## src/rtl/nfc_pkg.sv

```systemverilog
// Shared types for the NAND command sequencer.
// Assumes: control field is 8 functional bits with the address enable at bit 0.
package nfc_pkg;

    typedef enum logic [3:0] {
        S_IDLE, S_CMD1, S_ADDR, S_DATW, S_CMD2, S_WBDLY,
        S_WAITRB, S_DATR, S_STCMD, S_STRD, S_FIN
    } seq_state_t;

    // Packed: first member is the most significant bit.
    typedef struct packed {
        logic       data_en;   // bit 7
        logic       buf_fifo;  // bit 6
        logic       dir_wr;    // bit 5
        logic       stat_en;   // bit 4
        logic       cmd2_en;   // bit 3
        logic [1:0] addr_cnt;  // bits 2:1
        logic       addr_en;   // bit 0
    } ctl_t;

    localparam logic [7:0] STATUS_CMD = 8'h70;

endpackage

```

## src/rtl/nfc_fifo.sv

```systemverilog
// Byte FIFO with head word visible on dout (first-word fall-through).
// Assumes DEPTH is a power of two; push when full and pop when empty are dropped.
module nfc_fifo #(
    parameter int W     = 8,
    parameter int DEPTH = 8
) (
    input  logic         clk,
    input  logic         rst_n,
    input  logic         push,
    input  logic [W-1:0] din,
    input  logic         pop,
    output logic [W-1:0] dout,
    output logic         full,
    output logic         empty
);
    localparam int AW = $clog2(DEPTH);

    logic [W-1:0] mem [DEPTH];
    logic [AW-1:0] wp, rp;
    logic [AW:0]   cnt;
    logic          do_push, do_pop;

    assign full    = (cnt == (AW+1)'(DEPTH));
    assign empty   = (cnt == '0);
    assign do_push = push && !full;
    assign do_pop  = pop && !empty;
    assign dout    = mem[rp];

    // Storage write; the array itself needs no reset.
    always_ff @(posedge clk) begin
        if (do_push) mem[wp] <= din;
    end

    // Pointer and occupancy tracking.
    always_ff @(posedge clk) begin
        if (!rst_n) begin
            wp  <= '0;
            rp  <= '0;
            cnt <= '0;
        end else begin
            if (do_push) wp <= wp + 1'b1;
            if (do_pop)  rp <= rp + 1'b1;
            case ({do_push, do_pop})
                2'b10:   cnt <= cnt + 1'b1;
                2'b01:   cnt <= cnt - 1'b1;
                default: cnt <= cnt;
            endcase
        end
    end


    fifo_bound_chk: assert property (@(posedge clk) disable iff (!rst_n)
        cnt <= (AW+1)'(DEPTH));

endmodule

```

## src/rtl/nfc_bus_phy.sv

```systemverilog
// Byte strobe engine: one request produces one write or read cycle on the bus.
// Assumes a request is only raised while the engine is idle and LO_CYC >= 2.
module nfc_bus_phy #(
    parameter int LO_CYC = 2,
    parameter int HI_CYC = 2
) (
    input  logic       clk,
    input  logic       rst_n,
    input  logic       req,
    input  logic       req_rd,
    input  logic       req_cle,
    input  logic       req_ale,
    input  logic [7:0] req_byte,
    output logic       ack,
    output logic [7:0] rd_byte,
    output logic [7:0] io_out,
    output logic       io_oe,
    input  logic [7:0] io_in,
    output logic       cle,
    output logic       ale,
    output logic       we_n,
    output logic       re_n
);
    localparam int MAXC = (LO_CYC > HI_CYC) ? LO_CYC : HI_CYC;
    localparam int CW   = $clog2(MAXC + 1);

    typedef enum logic [1:0] {P_IDLE, P_LO, P_HI} phy_state_t;

    phy_state_t    st;
    logic [CW-1:0] cnt;
    logic          is_rd;

    // Strobe timing: low phase, sample or release, then recovery high phase.
    always_ff @(posedge clk) begin
        if (!rst_n) begin
            st      <= P_IDLE;
            cnt     <= '0;
            is_rd   <= 1'b0;
            ack     <= 1'b0;
            rd_byte <= '0;
            io_out  <= '0;
            io_oe   <= 1'b0;
            cle     <= 1'b0;
            ale     <= 1'b0;
            we_n    <= 1'b1;
            re_n    <= 1'b1;
        end else begin
            ack <= 1'b0;
            case (st)
                P_IDLE: if (req) begin
                    st     <= P_LO;
                    cnt    <= '0;
                    is_rd  <= req_rd;
                    cle    <= req_cle;
                    ale    <= req_ale;
                    io_out <= req_byte;
                    io_oe  <= !req_rd;
                    if (req_rd) re_n <= 1'b0;
                    else        we_n <= 1'b0;
                end
                P_LO: if (cnt == CW'(LO_CYC - 1)) begin
                    st   <= P_HI;
                    cnt  <= '0;
                    we_n <= 1'b1;
                    re_n <= 1'b1;
                    if (is_rd) rd_byte <= io_in;
                end else begin
                    cnt <= cnt + 1'b1;
                end
                P_HI: if (cnt == CW'(HI_CYC - 1)) begin
                    st    <= P_IDLE;
                    ack   <= 1'b1;
                    cle   <= 1'b0;
                    ale   <= 1'b0;
                    io_oe <= 1'b0;
                end else begin
                    cnt <= cnt + 1'b1;
                end
                default: st <= P_IDLE;
            endcase
        end
    end


    cle_ale_excl_chk: assert property (@(posedge clk) disable iff (!rst_n)
        !(cle && ale));

    we_min_low_chk: assert property (@(posedge clk) disable iff (!rst_n)
        $fell(we_n) |=> !we_n);

    re_min_low_chk: assert property (@(posedge clk) disable iff (!rst_n)
        $fell(re_n) |=> !re_n);

    no_contention_chk: assert property (@(posedge clk) disable iff (!rst_n)
        !re_n |-> !io_oe);

endmodule

```

## src/rtl/nand_cmd_seq.sv

```systemverilog
// Top: stage sequencer for one NAND command-mode transaction.
// Latches settings on an accepted start, walks the enabled stages in fixed
// order, moves data via the data word or the FIFOs, ends with a done pulse.
// Assumes rb_n is asynchronous (synchronized here) and FIFO_DEPTH is a power of two.
module nand_cmd_seq
    import nfc_pkg::*;
#(
    parameter int FIFO_DEPTH = 8,
    parameter int LO_CYC     = 2,
    parameter int HI_CYC     = 2,
    parameter int WB_CYC     = 4,
    parameter int LEN_W      = 4
) (
    input  logic             clk,
    input  logic             rst_n,
    input  logic             start_i,
    input  logic [7:0]       cmd1_i,
    input  logic [7:0]       cmd2_i,
    input  logic [31:0]      addr_i,
    input  logic [11:0]      ctl_i,
    input  logic [LEN_W-1:0] len_i,
    input  logic [31:0]      dreg_wdata_i,
    output logic [31:0]      dreg_rdata_o,
    input  logic             wf_push_i,
    input  logic [7:0]       wf_data_i,
    output logic             wf_full_o,
    input  logic             rf_pop_i,
    output logic [7:0]       rf_data_o,
    output logic             rf_empty_o,
    output logic             busy_o,
    output logic             done_o,
    output logic [7:0]       status_o,
    output logic             err_o,
    output logic [7:0]       io_out,
    output logic             io_oe,
    input  logic [7:0]       io_in,
    output logic             cle,
    output logic             ale,
    output logic             we_n,
    output logic             re_n,
    output logic             ce_n,
    input  logic             rb_n
);
    localparam int CNT_W   = LEN_W + 1;
    localparam int WB_W    = $clog2(WB_CYC + 1);
    localparam int REG_MAX = 4;

    seq_state_t        st;
    ctl_t              cfg;
    logic [7:0]        c1_q, c2_q;
    logic [31:0]       addr_q, wdat_q;
    logic [CNT_W-1:0]  len_q, bcnt, len_full;
    logic [WB_W-1:0]   wb_cnt;
    logic              pend;
    logic              rb_meta, rb_s;
    logic              rsvd_unused;

    logic              phy_req, phy_rd, phy_cle, phy_ale, phy_ack;
    logic [7:0]        phy_byte, rd_byte;
    logic              issue_st, stall, last_byte;
    logic              wf_pop, wf_empty, rf_push, rf_full;
    logic [7:0]        wf_dout;
    seq_state_t        s_stat, s_post_wait, s_cmd2, s_post_addr, s_post_cmd1;

    assign rsvd_unused = ^ctl_i[11:8];

    // Two-stage synchronizer for the ready/busy line.
    always_ff @(posedge clk) begin
        if (!rst_n) begin
            rb_meta <= 1'b1;
            rb_s    <= 1'b1;
        end else begin
            rb_meta <= rb_n;
            rb_s    <= rb_meta;
        end
    end

    // Stage successor selection from the latched enables.
    always_comb begin
        s_stat      = cfg.stat_en ? S_STCMD : S_FIN;
        s_post_wait = (!cfg.dir_wr && cfg.data_en) ? S_DATR : s_stat;
        s_cmd2      = cfg.cmd2_en ? S_CMD2 : s_post_wait;
        s_post_addr = (cfg.dir_wr && cfg.data_en) ? S_DATW : s_cmd2;
        s_post_cmd1 = cfg.addr_en ? S_ADDR : s_post_addr;
    end

    // Bus request generation and byte selection for the current stage.
    always_comb begin
        issue_st  = (st == S_CMD1) || (st == S_ADDR) || (st == S_DATW) ||
                    (st == S_CMD2) || (st == S_DATR) || (st == S_STCMD) ||
                    (st == S_STRD);
        stall     = cfg.buf_fifo && (((st == S_DATW) && wf_empty) ||
                                     ((st == S_DATR) && rf_full));
        phy_req   = issue_st && !pend && !stall;
        phy_rd    = (st == S_DATR) || (st == S_STRD);
        phy_cle   = (st == S_CMD1) || (st == S_CMD2) || (st == S_STCMD);
        phy_ale   = (st == S_ADDR);
        last_byte = (bcnt == len_q - 1'b1);
        case (st)
            S_CMD1:  phy_byte = c1_q;
            S_ADDR:  phy_byte = addr_q[{bcnt[1:0], 3'b000} +: 8];
            S_DATW:  phy_byte = cfg.buf_fifo ? wf_dout
                                             : wdat_q[{bcnt[1:0], 3'b000} +: 8];
            S_CMD2:  phy_byte = c2_q;
            S_STCMD: phy_byte = STATUS_CMD;
            default: phy_byte = 8'h00;
        endcase
    end

    assign wf_pop  = (st == S_DATW) && phy_ack && cfg.buf_fifo;
    assign rf_push = (st == S_DATR) && phy_ack && cfg.buf_fifo;

    // Byte count for this start: len+1, limited to the data word in register mode.
    always_comb begin
        len_full = CNT_W'(len_i) + 1'b1;
        if (!ctl_i[6] && (len_full > CNT_W'(REG_MAX)))
            len_full = CNT_W'(REG_MAX);
    end

    // Main stage sequencer.
    always_ff @(posedge clk) begin
        if (!rst_n) begin
            st       <= S_IDLE;
            cfg      <= '0;
            c1_q     <= '0;
            c2_q     <= '0;
            addr_q   <= '0;
            wdat_q   <= '0;
            len_q    <= '0;
            bcnt     <= '0;
            wb_cnt   <= '0;
            pend     <= 1'b0;
            dreg_rdata_o <= '0;
            status_o <= '0;
            err_o    <= 1'b0;
        end else begin
            if (phy_req)      pend <= 1'b1;
            else if (phy_ack) pend <= 1'b0;
            case (st)
                S_IDLE: if (start_i) begin
                    cfg          <= ctl_t'(ctl_i[7:0]);
                    c1_q         <= cmd1_i;
                    c2_q         <= cmd2_i;
                    addr_q       <= addr_i;
                    wdat_q       <= dreg_wdata_i;
                    len_q        <= len_full;
                    bcnt         <= '0;
                    dreg_rdata_o <= '0;
                    status_o     <= '0;
                    err_o        <= 1'b0;
                    st           <= S_CMD1;
                end
                S_CMD1: if (phy_ack) st <= s_post_cmd1;
                S_ADDR: if (phy_ack) begin
                    if (bcnt == CNT_W'(cfg.addr_cnt)) begin
                        bcnt <= '0;
                        st   <= s_post_addr;
                    end else begin
                        bcnt <= bcnt + 1'b1;
                    end
                end
                S_DATW: if (phy_ack) begin
                    if (last_byte) begin
                        bcnt <= '0;
                        st   <= s_cmd2;
                    end else begin
                        bcnt <= bcnt + 1'b1;
                    end
                end
                S_CMD2: if (phy_ack) begin
                    wb_cnt <= '0;
                    st     <= S_WBDLY;
                end
                S_WBDLY: begin
                    if (wb_cnt == WB_W'(WB_CYC - 1)) st <= S_WAITRB;
                    else wb_cnt <= wb_cnt + 1'b1;
                end
                S_WAITRB: if (rb_s) st <= s_post_wait;
                S_DATR: if (phy_ack) begin
                    if (!cfg.buf_fifo)
                        dreg_rdata_o[{bcnt[1:0], 3'b000} +: 8] <= rd_byte;
                    if (last_byte) begin
                        bcnt <= '0;
                        st   <= s_stat;
                    end else begin
                        bcnt <= bcnt + 1'b1;
                    end
                end
                S_STCMD: if (phy_ack) st <= S_STRD;
                S_STRD: if (phy_ack) begin
                    status_o <= rd_byte;
                    err_o    <= rd_byte[0];
                    st       <= S_FIN;
                end
                S_FIN:   st <= S_IDLE;
                default: st <= S_IDLE;
            endcase
        end
    end

    assign busy_o = (st != S_IDLE);
    assign done_o = (st == S_FIN);
    assign ce_n   = (st == S_IDLE);

    nfc_bus_phy #(.LO_CYC(LO_CYC), .HI_CYC(HI_CYC)) u_phy (
        .clk(clk), .rst_n(rst_n),
        .req(phy_req), .req_rd(phy_rd), .req_cle(phy_cle), .req_ale(phy_ale),
        .req_byte(phy_byte), .ack(phy_ack), .rd_byte(rd_byte),
        .io_out(io_out), .io_oe(io_oe), .io_in(io_in),
        .cle(cle), .ale(ale), .we_n(we_n), .re_n(re_n)
    );

    nfc_fifo #(.W(8), .DEPTH(FIFO_DEPTH)) u_wfifo (
        .clk(clk), .rst_n(rst_n),
        .push(wf_push_i), .din(wf_data_i), .pop(wf_pop),
        .dout(wf_dout), .full(wf_full_o), .empty(wf_empty)
    );

    nfc_fifo #(.W(8), .DEPTH(FIFO_DEPTH)) u_rfifo (
        .clk(clk), .rst_n(rst_n),
        .push(rf_push), .din(rd_byte), .pop(rf_pop_i),
        .dout(rf_data_o), .full(rf_full), .empty(rf_empty_o)
    );


    start_ignored_chk: assert property (@(posedge clk) disable iff (!rst_n)
        (start_i && busy_o) |=> $stable(c1_q) && $stable(cfg));

    rf_no_overflow_chk: assert property (@(posedge clk) disable iff (!rst_n)
        rf_push |-> !rf_full);

    wf_no_underflow_chk: assert property (@(posedge clk) disable iff (!rst_n)
        wf_pop |-> !wf_empty);

    wait_quiet_chk: assert property (@(posedge clk) disable iff (!rst_n)
        (st == S_WAITRB) |-> (we_n && re_n));

endmodule

```

## config.mk

```make
export PLATFORM = sky130hd
export DESIGN_NAME = nand_cmd_seq
export DESIGN_NICKNAME = d
export VERILOG_FILES = /design/src/rtl/nfc_pkg.sv /design/src/rtl/nfc_fifo.sv /design/src/rtl/nfc_bus_phy.sv /design/src/rtl/nand_cmd_seq.sv
export SDC_FILE = /design/constraint.sdc
export NUM_CORES = 1
export LEC_CHECK = 0
export BUFFER_PORTS_ARGS = -buffer_cell sky130_fd_sc_hd__buf_4
export CORE_AREA = 10 10 248 250
export DETAILED_ROUTE_END_ITERATION = 10
export DIE_AREA = 0 0 258 260
export PLACE_DENSITY = 0.53
export SETUP_SLACK_MARGIN = 0.2
export SYNTH_ARGS = -nofsm -noshare
export SYNTH_HDL_FRONTEND = slang
export SYNTH_SLANG_ARGS = --single-unit
```

## constraint.sdc

```tcl
create_clock -name clk -period 3.3 [get_ports clk]
set_clock_uncertainty 0.15 [all_clocks]
set_input_delay 0.33 -clock clk [delete_from_list [all_inputs] [get_ports clk]]
set_output_delay 0.33 -clock clk [all_outputs]
set_load 0.01 [all_outputs]
```

; Yosys cells after proc, flatten, opt, wreduce, memory -nomap -nowiden
; Memory sizes are Yosys's and may differ from the RTL's. A register that Yosys moved wholly into a read port is not among the register bits.
; Index checks and enable logic that the tools add are counted.
[totals]
regBits = 196
ram_bits = 128
input_bits = 118
out_inout_bits = 67
elab_cells = 245
n_memories = 2
[classes]
n_addsub = 14
magnitude_cmp = 1
n_eq_ne = 44
n_shift = 4
mux = 77
reduce_logical = 65
[mem_list]
columns = name, words, width, read_ports, rd_clocked_by_memory_dff, wr, line
row1 = u_rfifo.mem, 8, 8, 1, 1, 1, nfc_fifo.sv:18  ; logic [W-1:0] mem [DEPTH];
row2 = u_wfifo.mem, 8, 8, 1, 1, 1, nfc_fifo.sv:18
[ops]
columns = cell, count
row1 = two-way mux 32 bit, 3
row2 = two-way mux 4 bit, 17
row3 = one-hot mux 32 bit (2 select lines), 1
row4 = variable part select 32 x 6 -> 8 bit, 2
row5 = one-hot mux 4 bit (10 select lines), 1
row6 = one-hot mux 8 bit (5 select lines), 1
row7 = bitwise mux 32 bit, 1
row8 = variable shift 8 x 7 -> 32 bit (first input constant), 1
row9 = variable part select 8 x 7 -> 32 bit, 1
row10 = two-way mux 5 bit, 6
row11 = two-way mux 8 bit, 3
row12 = != test 2 bit (second input constant), 12
row13 = == test 4 bit (second input constant), 5
row14 = != test 2 x 1 -> 1 bit (second input constant), 10
row15 = two-way mux 1 bit, 18
row16 = two-way mux 3 bit, 6
row17 = AND reduction 3 bit, 6
row18 = == test 4 x 3 -> 1 bit (second input constant), 4
row19 = logical AND 1 bit, 16
row20 = one-hot mux 4 bit (2 select lines), 2
row21 = one-hot mux 8 bit (2 select lines), 1
row22 = AND reduction 4 bit, 4
row23 = nonzero test 2 bit, 8
row24 = adder 3 x 1 -> 3 bit (second input constant), 5
row25 = other kinds (29), 71

; Logic depth before layout (Yosys ltp)
[depth]
depth_word = 11
ltp_mapped = 13
ltp_nobuf = 11

; By module
; Synthesis repeated with hierarchy kept, for this count alone.
[unflattened]
hier_cells = 1285
area_unflattened_um2 = 14595.2
[modules_own_cells]
columns = mod, instances, cells_each, area_per_inst_um2, seq_area_each_um2
row1 = nand_cmd_seq, 1, 816, 7091.8, 2962.8
row2 = nfc_fifo at u_rfifo, 1, 168, 3103.0, 2182.1
row3 = nfc_fifo at u_wfifo, 1, 167, 3101.7, 2182.1
row4 = nfc_bus_phy, 1, 134, 1298.7, 540.5

; Worst setup path after synthesis
; No wires, ideal clock.
[synth_path]
path_type = reg-to-reg
startpoint = register st[2]
endpoint = register u_rfifo.cnt[3]
setup_ps = 70
t_arrival_ps = 2576
t_required_ps = 3080
path_slack_ps = 504
path_stages_with_launch = 14
period_less_slack_ps = 2796
path_cell_list = dfxtp_1 buf_2 nand4b_1 nor2_1 and2_1 clkbuf_1 inv_1 ha_1 ha_1 a21o_1 a21oi_1 xnor2_1 or3_1 a21oi_1
[synth_via]
elab_chain_len = 6
[synth_lines]
columns = element, line
row1 = "start, declared", nand_cmd_seq.sv:48  ; seq_state_t st;
row2 = "start signal, assigned", nand_cmd_seq.sv:153  ; S_CMD1: if (phy_ack) st <= s_post_cmd1;
row3 = "start signal, assigned", nand_cmd_seq.sv:157  ; st <= s_post_addr;
row4 = "start signal, assigned", nand_cmd_seq.sv:165  ; st <= s_cmd2;
row5 = == test 4 x 3 -> 1 bit (*), nand_cmd_seq.sv:111  ; assign rf_push = (st == S_DATR) && phy_ack && cfg.buf_fifo;
row6 = logical AND 1 bit (*) (2 in series), nand_cmd_seq.sv:111
row7 = logical AND 1 bit (*), nfc_fifo.sv:25  ; assign do_push = push && !full;
row8 = == test 2 x 1 -> 1 bit / == test 2 bit (equally long branches), nfc_fifo.sv:43  ; case ({do_push, do_pop})
row9 = one-hot mux 4 bit (2 select lines) / nonzero test 2 bit (equally long branches), -
row10 = "end signal, assigned", nfc_fifo.sv:44  ; 2'b10: cnt <= cnt + 1'b1;
row11 = "end signal, assigned", nfc_fifo.sv:45  ; 2'b01: cnt <= cnt - 1'b1;
row12 = "end signal, assigned", nfc_fifo.sv:46  ; default: cnt <= cnt;
row13 = "end, declared", nfc_fifo.sv:20  ; logic [AW:0] cnt;
; Every way passes the cells marked *; elsewhere a longest branch is shown, timed or not.
; A chain may end at the register's enable or synchronous reset.

; Worst setup path after layout
[layout_path]
startpoint = register u_rfifo.cnt[0]
endpoint = register u_rfifo.cnt[3]
[layout_via]
elab_chain_len = 5
[layout_lines]
columns = element, line
row1 = == test 4 bit / logical NOT 4 bit (equally long branches), "nfc_fifo.sv:23, nfc_fifo.sv:24"
row2 = "logical NOT 1 bit, on equally long branches", "nfc_fifo.sv:25, nfc_fifo.sv:26"
row3 = "logical AND 1 bit, on equally long branches", "nfc_fifo.sv:25, nfc_fifo.sv:26"
row4 = == test 2 x 1 -> 1 bit / == test 2 bit (equally long branches), nfc_fifo.sv:43
row5 = one-hot mux 4 bit (2 select lines) / nonzero test 2 bit (equally long branches), -
; Parallel ways exist; a longest one is shown, timed or not.

==> impl_metrics.env <==
export IMPL_run_status="completed"
export IMPL_pin_count=185
export IMPL_number_of_enable_flip_flop_cells_after_synthesis=128
export IMPL_remaining_drc_errors=0
export IMPL_timing_fmax_mhz=340
export IMPL_drt_iter0_markers=694
export IMPL_share_clk_of_total_power_pct=36.9
export IMPL_start_util_pct=24.8
export IMPL_final_min_period_over_clock_period_pct=89.2
export IMPL_n_fill_cell=5641
export IMPL_slew_viol_final=0
export IMPL_core_area_um2=56300
export IMPL_r2r_end="u_rfifo.cnt[3]"
export IMPL_tightestPinTransition_ns=0.983
export IMPL_gp_routability_congestion=0.825
export IMPL_htreeDepth=2
export IMPL_clkSinkCount=329
export IMPL_layout_commonest_cell="sky130_fd_sc_hd__nand2_1"
export IMPL_p_sw_mw=3.36
export IMPL_path_max_fanout=6
export IMPL_drtAntennaViolNets=0
export IMPL_critical_path_arrival_ns=3.26
export IMPL_final_net_count=1717
export IMPL_first_pass_iters=7
export IMPL_crit_required_ns=3.62
export IMPL_wl_um=41100
export IMPL_hpwl_after_detailed_placement_um=28100
export IMPL_rsz0062_at_grt="no"
export IMPL_synth_async_reset_ratio_pct=0
export IMPL_critical_path_max_stage_delay_ns=0.60
export IMPL_grt_use_total_pct=12.1
export IMPL_synth_top_area_share_pct=28.8
export IMPL_worstSetupEndpointType="flip-flop"
export IMPL_overflow=0
export IMPL_cts_made_buffers=38
export IMPL_syn_avg_cell_area_um2=10.9
export IMPL_routed_via_density=4.57
export IMPL_synth_top_flop_cell="sky130_fd_sc_hd__dfxtp_1"
export IMPL_ys_warnings_count=0
export IMPL_r2r_start="u_rfifo.cnt[0]"
export IMPL_report_power_total_mw=11.2
export IMPL_switching_share_pct=30.0
export IMPL_synth_cell_types=76
export IMPL_maxCapViolations=0
export IMPL_dieArea_um2=67100
export IMPL_rr_worst_depth=10
export IMPL_hold_slack_ns=0.0938
export IMPL_worst_setup_path_start_kind="flip-flop"
export IMPL_timing_hold_worst_start="len_i[3]"
export IMPL_power_density_nw_per_um2=603
export IMPL_critical_path_class="flip-flop to flip-flop"
export IMPL_timing_hold_worst_path_depth=5
export IMPL_post_route_min_period_ns=2.94
export IMPL_syn_inst=1285
export IMPL_mostFrequentLayoutCells="233 x sky130_fd_sc_hd__nand2_1, 217 x sky130_fd_sc_hd__buf_4, 201 x sky130_fd_sc_hd__dfxtp_1"
export IMPL_fp_dieW_um=258
export IMPL_grt_start_max_net_pins=95
export IMPL_r2r_setup_slack_ns=0.36
export IMPL_peakVddDrop_uv=352
export IMPL_timing_final_hold_violations=0
export IMPL_syn_to_final_growth_pct=33.0
export IMPL_routed_via_count=10800
export IMPL_timing_setup_tns_ns=0
export IMPL_cts_root_buffer_cell="sky130_fd_sc_hd__clkbuf_16"
export IMPL_tritoncts="yes"
export IMPL_first_global_vias=11100
export IMPL_worst_slew_margin_rel_pct=34.5
export IMPL_cp_cell_sequence="or4b_1 -> and2_1 -> inv_1 -> ha_1 -> ha_1 -> a21o_1 -> a21oi_1 -> xnor2_1 -> or3_1 -> a21oi_1"
export IMPL_crit_path_top_delay_cell="sky130_fd_sc_hd__or4b_1"
export IMPL_drive_gt1_share_pct=22.3
export IMPL_n_antenna_cell=0
export IMPL_power_report_internal_total_mw=7.85
export IMPL_post_drt_wl_per_cell_um=17.4
export IMPL_seq_power_share_pct=42.4
export IMPL_antenna_found_initial=0
export IMPL_synth_top_cell_by_area="sky130_fd_sc_hd__dfxtp_1"
export IMPL_synth_cell_area_um2=14000
export IMPL_yosys_register_bits=329
export IMPL_whs_endpoint="len_q[4]"
export IMPL_buffer_ports_inserted=180
export IMPL_clock_insertion_delay_worst_skew_ns=0.56
export IMPL_synth_seq_area_share_pct=56.3
export IMPL_max_clock_buf_depth=3
export IMPL_mappedNetlistNets=1428
export IMPL_clk_pin_slew_ns=0.06
export IMPL_hold_class="input port to flip-flop"
export IMPL_setup_violations=0
export IMPL_synthTopCellsByArea="sky130_fd_sc_hd__dfxtp_1 29%, sky130_fd_sc_hd__edfxtp_1 27%, sky130_fd_sc_hd__mux4_2 7.7%"
export IMPL_placement_rows=87
export IMPL_worst_setup_path_startpoint="u_rfifo.cnt[0]"
export IMPL_wire_length_of_the_first_global_routing_pass_um=64100
export IMPL_combinationalPowerShare_pct=20.7
export IMPL_power_static_leakage_nw=6.82
export IMPL_cts_setup_buffers=0
export IMPL_die_height_um=260
worst max-delay path by stage:
| stage | endpoint | slack [ns] | depth (start not counted) |
|---|---|---|---|
| finish | u_rfifo.cnt[3] | 0.36 | 10 |
| global route | u_rfifo.cnt[3] | 0.21 | 10 |
| CTS | u_wfifo.cnt[3] | 0.27 | 9 |
| detailed placement | u_wfifo.cnt[3] | 0.31 | 9 |
| global placement | u_wfifo.cnt[3] | 0.39 | 9 |
| floorplan | u_rfifo.cnt[3] | 0.50 | 13 |
worst max-delay path, delay by kind of cell, from the launching register on:
family | cells | cell delay, ns
AOI/OAI and AO/OA | 3 | 0.47
xor gates and xnor gates | 1 | 0.09
adders and majority gates | 2 | 0.49
buffers and inverters | 1 | 0.18
DFF | 1 | 0.35
and+or+nand+nor | 3 | 1.14
layer usage:
metal | GRT usage [%] | part of all wire (%) | vias to the layer above
met1 | 15.1 | 44 | 5246
met3 | 3.22 | 6.1 | 62
met2 | 19.8 | 47 | 295
met4 | 4.36 | 3.0 | 0
li1 | - | - | 5189
met5 | 0 | 0 | -
metrics by stage:
step	instances	instance area [um^2]	worst slack, ns	utilization (%)
after detailed placement	2179	16300	0.312	28.9
after CTS	2360	18600	0.265	33.0
after global placement	2179	16300	0.387	28.9
after global routing	2360	18600	0.210	33.0
final	2360	18600	0.357	33.0
after floorplan	1285	14000	0.504	-
area by class of cell:
class	count	area, um^2	share of cell area (%)
multi-input cells	846	5650	30.4
repair buffers	331	2800	15.1
clock buffers	50	1040	5.58
inverters	28	108	0.579
flip-flops and latches	329	7870	42.3
well taps	756	946	5.09
clock inverters	20	186	1.00
cells in the mapped netlist (all sizes together), types with 6 or more instances:
library cell / number
ha: 23
xnor2: 8
nor4: 7
a21oi: 135
o21ai: 37
nand2: 236
xor2: 17
a221oi: 7
nor3: 21
mux2i: 18
nand2b: 22
a22oi: 39
buf: 37
nor2: 107
nand3: 20
a211oi: 6
nor2b: 7
mux4: 48
mux2: 8
inv: 28
edfxtp: 128
dfxtp: 201
clkbuf: 45
power by group through the flow:
stage / Combinational (mW) / Sequential (mW) / Clock (mW)
after CTS: 2.34 / 4.76 / 4.27
after global placement: 2.20 / 4.83 / 0
after detailed placement: 2.23 / 4.85 / 0
after floorplan: 1.53 / 4.78 / 0
after global routing: 2.59 / 4.80 / 4.42
final: 2.32 / 4.76 / 4.14
state kept, by name (all words and copies together) (netlist names), 5 cells and up, named ones only:
name	count
u_rfifo.mem	64
u_wfifo.mem	64
addr_q	32
u_phy.io_out	8
dreg_rdata_o	32
bcnt	5
c1_q	8
cfg	8
c2_q	8
wdat_q	32
len_q	5
u_phy.rd_byte	8
status_o	7
logic make-up (layout without fill, tap and decap cells):
family          Yosys count  in the layout  synth area share, %
compound gates          269            269                 12.1
mux                      74             74                 9.66
buf+inv                 110            429                 3.43
fa+ha+maj                25             25                 2.34
xor+xnor                 25             25                 1.57
simple gates            453            453                 14.6
flops                   329            329                 56.3
timing repair:
item | CTS | global route
endpoints found under the setup margin | 0 | 1
resized for setup | 0 | 1
hold buffers | 111 | 0
hold endpoints to repair | 167 | 0
Power figures use the tool's default switching activity.
